==> src/rtl/pccc_pkg.sv <==
package pccc_pkg;
  localparam int MAXMEM = 4;

  typedef enum logic [1:0] {
    RATE_THIRD   = 2'b00,
    RATE_HALF    = 2'b01,
    RATE_QUARTER = 2'b10,
    RATE_SIXTH   = 2'b11
  } rate_e;

  typedef enum logic {PH_DATA, PH_TAIL} phase_e;

  // State bit k-1 holds the value delayed by k; its tap is poly[mem-k].
  function automatic logic [MAXMEM-1:0] tap_mask(input logic [MAXMEM:0] poly, input int mem);
    tap_mask = '0;
    for (int k = 1; k <= MAXMEM; k++)
      if (k <= mem) tap_mask[k-1] = poly[mem-k];
  endfunction
endpackage

==> src/rtl/pccc_rsc.sv <==
module pccc_rsc
  import pccc_pkg::*;
#(
  parameter int MEM = 3,
  parameter logic [MAXMEM:0] FB  = 5'b01011,
  parameter logic [MAXMEM:0] FFA = 5'b01101,
  parameter logic [MAXMEM:0] FFB = 5'b01111
) (
  input  logic           clk,
  input  logic           rst_n,
  input  logic           u,
  input  logic           term,
  input  logic           adv,
  output logic           x,
  output logic           pa,
  output logic           pb,
  output logic [MEM-1:0] st
);
  localparam logic [MAXMEM-1:0] FBW = tap_mask(FB, MEM);
  localparam logic [MAXMEM-1:0] FAW = tap_mask(FFA, MEM);
  localparam logic [MAXMEM-1:0] FBB = tap_mask(FFB, MEM);

  logic fbs, a;

  always_comb begin
    fbs = ^(st & FBW[MEM-1:0]);
    x   = term ? fbs : u;
    a   = x ^ fbs;
    pa  = (FFA[MEM] & a) ^ (^(st & FAW[MEM-1:0]));
    pb  = (FFB[MEM] & a) ^ (^(st & FBB[MEM-1:0]));
  end

  always_ff @(posedge clk or negedge rst_n) begin
    if (!rst_n)   st <= '0;
    else if (adv) st <= {st[MEM-2:0], a};
  end
endmodule

==> src/rtl/pccc_punct.sv <==
module pccc_punct
  import pccc_pkg::*;
(
  input  rate_e      rate,
  input  logic       odd,
  input  logic       tail,
  input  logic       x1,
  input  logic       p1,
  input  logic       q1,
  input  logic       p2,
  input  logic       q2,
  input  logic       tx,
  input  logic       tp,
  input  logic       tq,
  output logic [5:0] bits,
  output logic [2:0] cnt
);
  // bits[0] leaves first
  always_comb begin
    bits = '0;
    cnt  = 3'd3;
    if (tail) begin
      bits[2:0] = {tq, tp, tx};
    end else begin
      case (rate)
        RATE_HALF: begin
          bits[1:0] = {odd ? p2 : p1, x1};
          cnt       = 3'd2;
        end
        RATE_QUARTER: begin
          bits[3:0] = {odd ? q2 : q1, p2, p1, x1};
          cnt       = 3'd4;
        end
        RATE_SIXTH: begin
          bits = {x1, q2, p2, q1, p1, x1};
          cnt  = 3'd6;
        end
        default: bits[2:0] = {p2, p1, x1};
      endcase
    end
  end
endmodule

==> src/rtl/pccc_encoder.sv <==
module pccc_encoder
  import pccc_pkg::*;
#(
  parameter int MEM = 3,
  parameter logic [MAXMEM:0] FB      = (MEM == 4) ? 5'b10011 : 5'b01011,
  parameter logic [MAXMEM:0] FF_MAIN = (MEM == 4) ? 5'b11011 : 5'b01101,
  parameter logic [MAXMEM:0] FF_AUX  = (MEM == 4) ? 5'b11111 : 5'b01111
) (
  input  logic       clk,
  input  logic       rst_n,
  input  logic [1:0] rate,
  input  logic       in_sys,
  input  logic       in_perm,
  input  logic       in_vld,
  input  logic       in_last,
  output logic       in_rdy,
  output logic       out_bit,
  output logic       out_vld
);
  localparam int TW = $clog2(2 * MEM);

  phase_e         ph;
  logic [TW-1:0]  tix;
  logic [2:0]     left;
  logic [5:0]     sh;
  logic           odd, fresh;

  // named events
  logic free, acc, tail_step, tail_e2, tail_done;
  logic x1, p1, q1, x2, p2, q2;
  logic [MEM-1:0] st1, st2;
  logic [5:0] pbits;
  logic [2:0] pcnt;

  assign free      = (left <= 3'd1);
  assign in_rdy    = free && (ph == PH_DATA);
  assign acc       = in_vld && in_rdy;
  assign tail_step = free && (ph == PH_TAIL);
  assign tail_e2   = (tix >= TW'(MEM));
  assign tail_done = tail_step && (tix == TW'(2 * MEM - 1));

  pccc_rsc #(.MEM(MEM), .FB(FB), .FFA(FF_MAIN), .FFB(FF_AUX)) u_enc1 (
    .clk(clk), .rst_n(rst_n), .u(in_sys), .term(ph == PH_TAIL),
    .adv(acc || (tail_step && !tail_e2)),
    .x(x1), .pa(p1), .pb(q1), .st(st1)
  );

  pccc_rsc #(.MEM(MEM), .FB(FB), .FFA(FF_MAIN), .FFB(FF_AUX)) u_enc2 (
    .clk(clk), .rst_n(rst_n), .u(in_perm), .term(ph == PH_TAIL),
    .adv(acc || (tail_step && tail_e2)),
    .x(x2), .pa(p2), .pb(q2), .st(st2)
  );

  pccc_punct u_punct (
    .rate(rate_e'(rate)), .odd(odd), .tail(ph == PH_TAIL),
    .x1(x1), .p1(p1), .q1(q1), .p2(p2), .q2(q2),
    .tx(tail_e2 ? x2 : x1), .tp(tail_e2 ? p2 : p1), .tq(tail_e2 ? q2 : q1),
    .bits(pbits), .cnt(pcnt)
  );

  always_ff @(posedge clk or negedge rst_n) begin
    if (!rst_n) begin
      sh   <= '0;
      left <= '0;
    end else if (acc || tail_step) begin
      sh   <= pbits;
      left <= pcnt;
    end else if (left != 3'd0) begin
      sh   <= sh >> 1;
      left <= left - 3'd1;
    end
  end

  always_ff @(posedge clk or negedge rst_n) begin
    if (!rst_n) begin
      ph    <= PH_DATA;
      tix   <= '0;
      odd   <= 1'b0;
      fresh <= 1'b1;
    end else begin
      if (acc) begin
        odd   <= ~odd;
        fresh <= 1'b0;
        if (in_last) begin
          ph  <= PH_TAIL;
          tix <= '0;
        end
      end
      if (tail_step) begin
        tix <= tix + TW'(1);
        if (tail_done) begin
          ph    <= PH_DATA;
          odd   <= 1'b0;
          fresh <= 1'b1;
        end
      end
    end
  end

  assign out_bit = sh[0];
  assign out_vld = (left != 3'd0);
endmodule

==> config.mk <==
export PLATFORM = sky130hd
export DESIGN_NAME = pccc_encoder
export DESIGN_NICKNAME = d
export VERILOG_FILES = /design/src/rtl/pccc_pkg.sv /design/src/rtl/pccc_rsc.sv /design/src/rtl/pccc_punct.sv /design/src/rtl/pccc_encoder.sv
export SDC_FILE = /design/constraint.sdc
export NUM_CORES = 1
export LEC_CHECK = 0
export BUFFER_PORTS_ARGS = -buffer_cell sky130_fd_sc_hd__buf_2
export CAP_MARGIN = 20
export CELL_PAD_IN_SITES_DETAIL_PLACEMENT = 1
export CELL_PAD_IN_SITES_GLOBAL_PLACEMENT = 2
export CORE_ASPECT_RATIO = 2
export CORE_MARGIN = 3
export CORE_UTILIZATION = 39
export CTS_BUF_LIST = sky130_fd_sc_hd__clkbuf_16
export DETAILED_ROUTE_END_ITERATION = 7
export PLACE_DENSITY = 0.89
export SYNTH_ARGS = -nofsm -noshare
export SYNTH_HDL_FRONTEND = slang
export SYNTH_HIERARCHICAL = 1
export SYNTH_SLANG_ARGS = --single-unit
==> constraint.sdc <==
create_clock -name clk -period 2.4 [get_ports clk]
set_input_delay 0.36 -clock clk [delete_from_list [all_inputs] [get_ports clk]]
set_output_delay 0.36 -clock clk [all_outputs]
set_load 0.005 [all_outputs]
==> flow_summary.ini <==
[run_status]
outcome = completed

[yosys]
syn_nets = 141
synth-seq-cells = 20
ys.flop_type = dfrtp_1
synth_top_cells_by_count = mux2_2, dfrtp_1, nand2_1
yosys_warnings = 6
synth_edf_count = 0
avgSynthCellArea_um2 = 10.8
yosysMostFrequentCell = mux2_2
yosysTopAreaCell = dfrtp_1
synthTopCellsByArea = dfrtp_1, mux2_2, xnor2_1, ha_1, nand2_1
synthArstFlopShare_pct = 100
netlist_area_um2 = 1370
yosysTopAreaCellShare_pct = 36.5
ys_seq_area_share_pct = 36.5
ys_types = 36
syn_inst = 127

[layout]
multi_input_area_um2 = 817
final_cells = 171
layout.area.seq_um2 = 500
antenna_cells = 0
drive_above_1_share_pct = 36.4
fin_nets = 156
syn2layout_area_growth_pct = 11.6
num-fill-cells = 375

[critical_path]
cp_num_buf_inv = 1
ff2ff_path_depth = 7
reg2reg_to = sh[1]
timing.rr.start = tix[0]
cp_cell_sequence = ha_1, ha_1, a211oi_1, buf_4, mux2_2, mux2_2, mux2_2
rrSetupSlack_ns = 0.16
critPathTopFamily = multiplexers
path_max_fanout = 5
crit_path_start_kind = flop
cp-end-kind = flop
slowest_delay_ns = 0.42
path_class = flop to flop
arrival_ns = 2.37
crit_required_ns = 2.54
slowest_stage = dfrtp_1
cpMostUsedCell = mux2_2

[clock_network]
cts-buffers-inserted = 3
cts_buffer_depth = 2
cts_root_buffer = clkbuf_16
cts_setup_buffers = 0
ctsResizeCount = 0
clk_latency_ns = 0.25
cts_tree = done
cts_sinks = 20
htree_levels = 1
ctsHoldBuffers = 0
clk_pin_slew_worst_paths_ns = 0.06

[floorplanning]
io_pins = 11
die_h_um = 89.9
die_w_um = 47.9
row_count = 29
core-area_um2 = 3270
dieArea_um2 = 4310
start_util_pct = 42.0

[placement]
port_buffers = 10
hpwl_mm = 2.34
gp_congestion = 0.800
pre_cts_ws_ns = 0.194
placed_cells = 168

[power_and_ir_drop]
ir_drop_v = 0.000607
power-per-cell-area_nw_per_um2 = 1380
p_leak_uw = 0.000686

[timing]
fmax_ghz = 0.447
finalSetupViolations = 0
clock_skew_ns = 0.00366
rsz0062_at_grt = no
worstMarginPinSlew_ns = 0.490
min_period_ns = 2.24
slew_viol_final = 0
fin_crit_sh_pct = 93.1
hold_ws_ns = 0.0549
totalNegativeSetupSlack_ns = 0
finalWorstSetupSlack_ns = 0.165
max_slew_margin_pct = 67.3
hold_viol_final = 0

[drt]
drt_iter0_drc = 12
first_pass_iters = 3
postRouteAntennaNets = 0
viasPerCell = 5.89
avgRoutedWirePerCell_um = 17.9
route.detailed.drc = 0
routed_wl_mm = 3.07
vias = 1007

[global_routing]
grt_usage_pct = 16.2
grt_max_degree = 21
grt_pass1_vias = 1153
gr-total-overflow = 0
grt_pass1_wl_mm = 5.13
antenna_found_initial = 0

[flow_run]
max_cap_violations = 0

[hold_path]
hold_path_class = input port to asynchronous set/reset pin
## worst reg2reg max path: stages (launching register included)
cell and delay (ns):
dfrtp_1 0.42, ha_1 0.22, ha_1 0.19, a211oi_1 0.25, buf_4 0.19, mux2_2 0.33, mux2_2 0.25, mux2_2 0.26
## flip-flops by register name (all words and copies together), names as in the netlist
register and flops:
left 3, tix 3, sh 6, u_enc1/st 3
odd 1, ph 1, u_enc2/st 3
## stage by stage
step,cell area (um^2),total power (uW),utilization [%]
floorplan,1370,1490,-
global placement,1460,1710,44.6
detailed placement,1460,1780,44.6
CTS,1530,2140,46.9
global route,1530,2280,46.9
finish,1530,2120,46.9
## report_power, final
group / switching (uW) / internal [uW] / total, uW / leakage [uW]
clock: 127 / 220 / 348 / 0.0000370
sequential: 148 / 457 / 604 / 0.000256
combinational: 562 / 602 / 1160 / 0.000392
## cells in the final DEF, fill, tap and decap left out, drive strengths merged, types with 2 or more instances in the layout
master and instances:
a21oi 4, and2 2, buf 13, clkbuf 3, dfrtp 20, ha 6, inv 7, mux2 25
mux2i 2, nand2 10, nand2b 3, nand4b 2, nor2 6, o21ai 5, o221ai 2, o2bb2ai 2
o31ai 4, xnor2 9
## routing by layer
| layer | GRT usage [%] | vias to the layer above | part of all wire [%] |
|---|---|---|---|
| met5 | 0 | - | 0 |
| met4 | 8.31 | 0 | 3.5 |
| met3 | 2.00 | 9 | 1.7 |
| met2 | 29.4 | 12 | 58 |
| met1 | 15.8 | 502 | 37 |
| li1 | - | 484 | - |
## layout make-up
type                       count  share of cell area (%)
multi-input combinational     97                    53.4
timing repair buffer          13                    4.74
inverter                       7                    1.72
tap                           31                    2.53
clock buffer                   3                    4.91
sequential                    20                    32.7
## worst max path at each step
| stage | depth (start not counted) | from | to |
|---|---|---|---|
| final | 7 | tix[0] | sh[1] |
| after global routing | 7 | tix[0] | u_enc1/st[1] |
| after CTS | 7 | tix[0] | sh[1] |
| after detailed placement | 7 | tix[0] | sh[0] |
| after global placement | 7 | tix[0] | sh[1] |
| after floorplan | 6 | tix[0] | sh[0] |
## cell families (layout without fill, tap and decap cells)
kind of cell	after synthesis	in the layout	share of synthesized area, %
xor+xnor	9	9	5.75
mux	27	27	22.0
flops	20	20	36.5
fa+ha+maj	6	6	5.47
buf+inv	10	23	3.92
simple gates	32	32	14.3
compound gates	23	23	12.0
(Power assumes the default switching activity.)
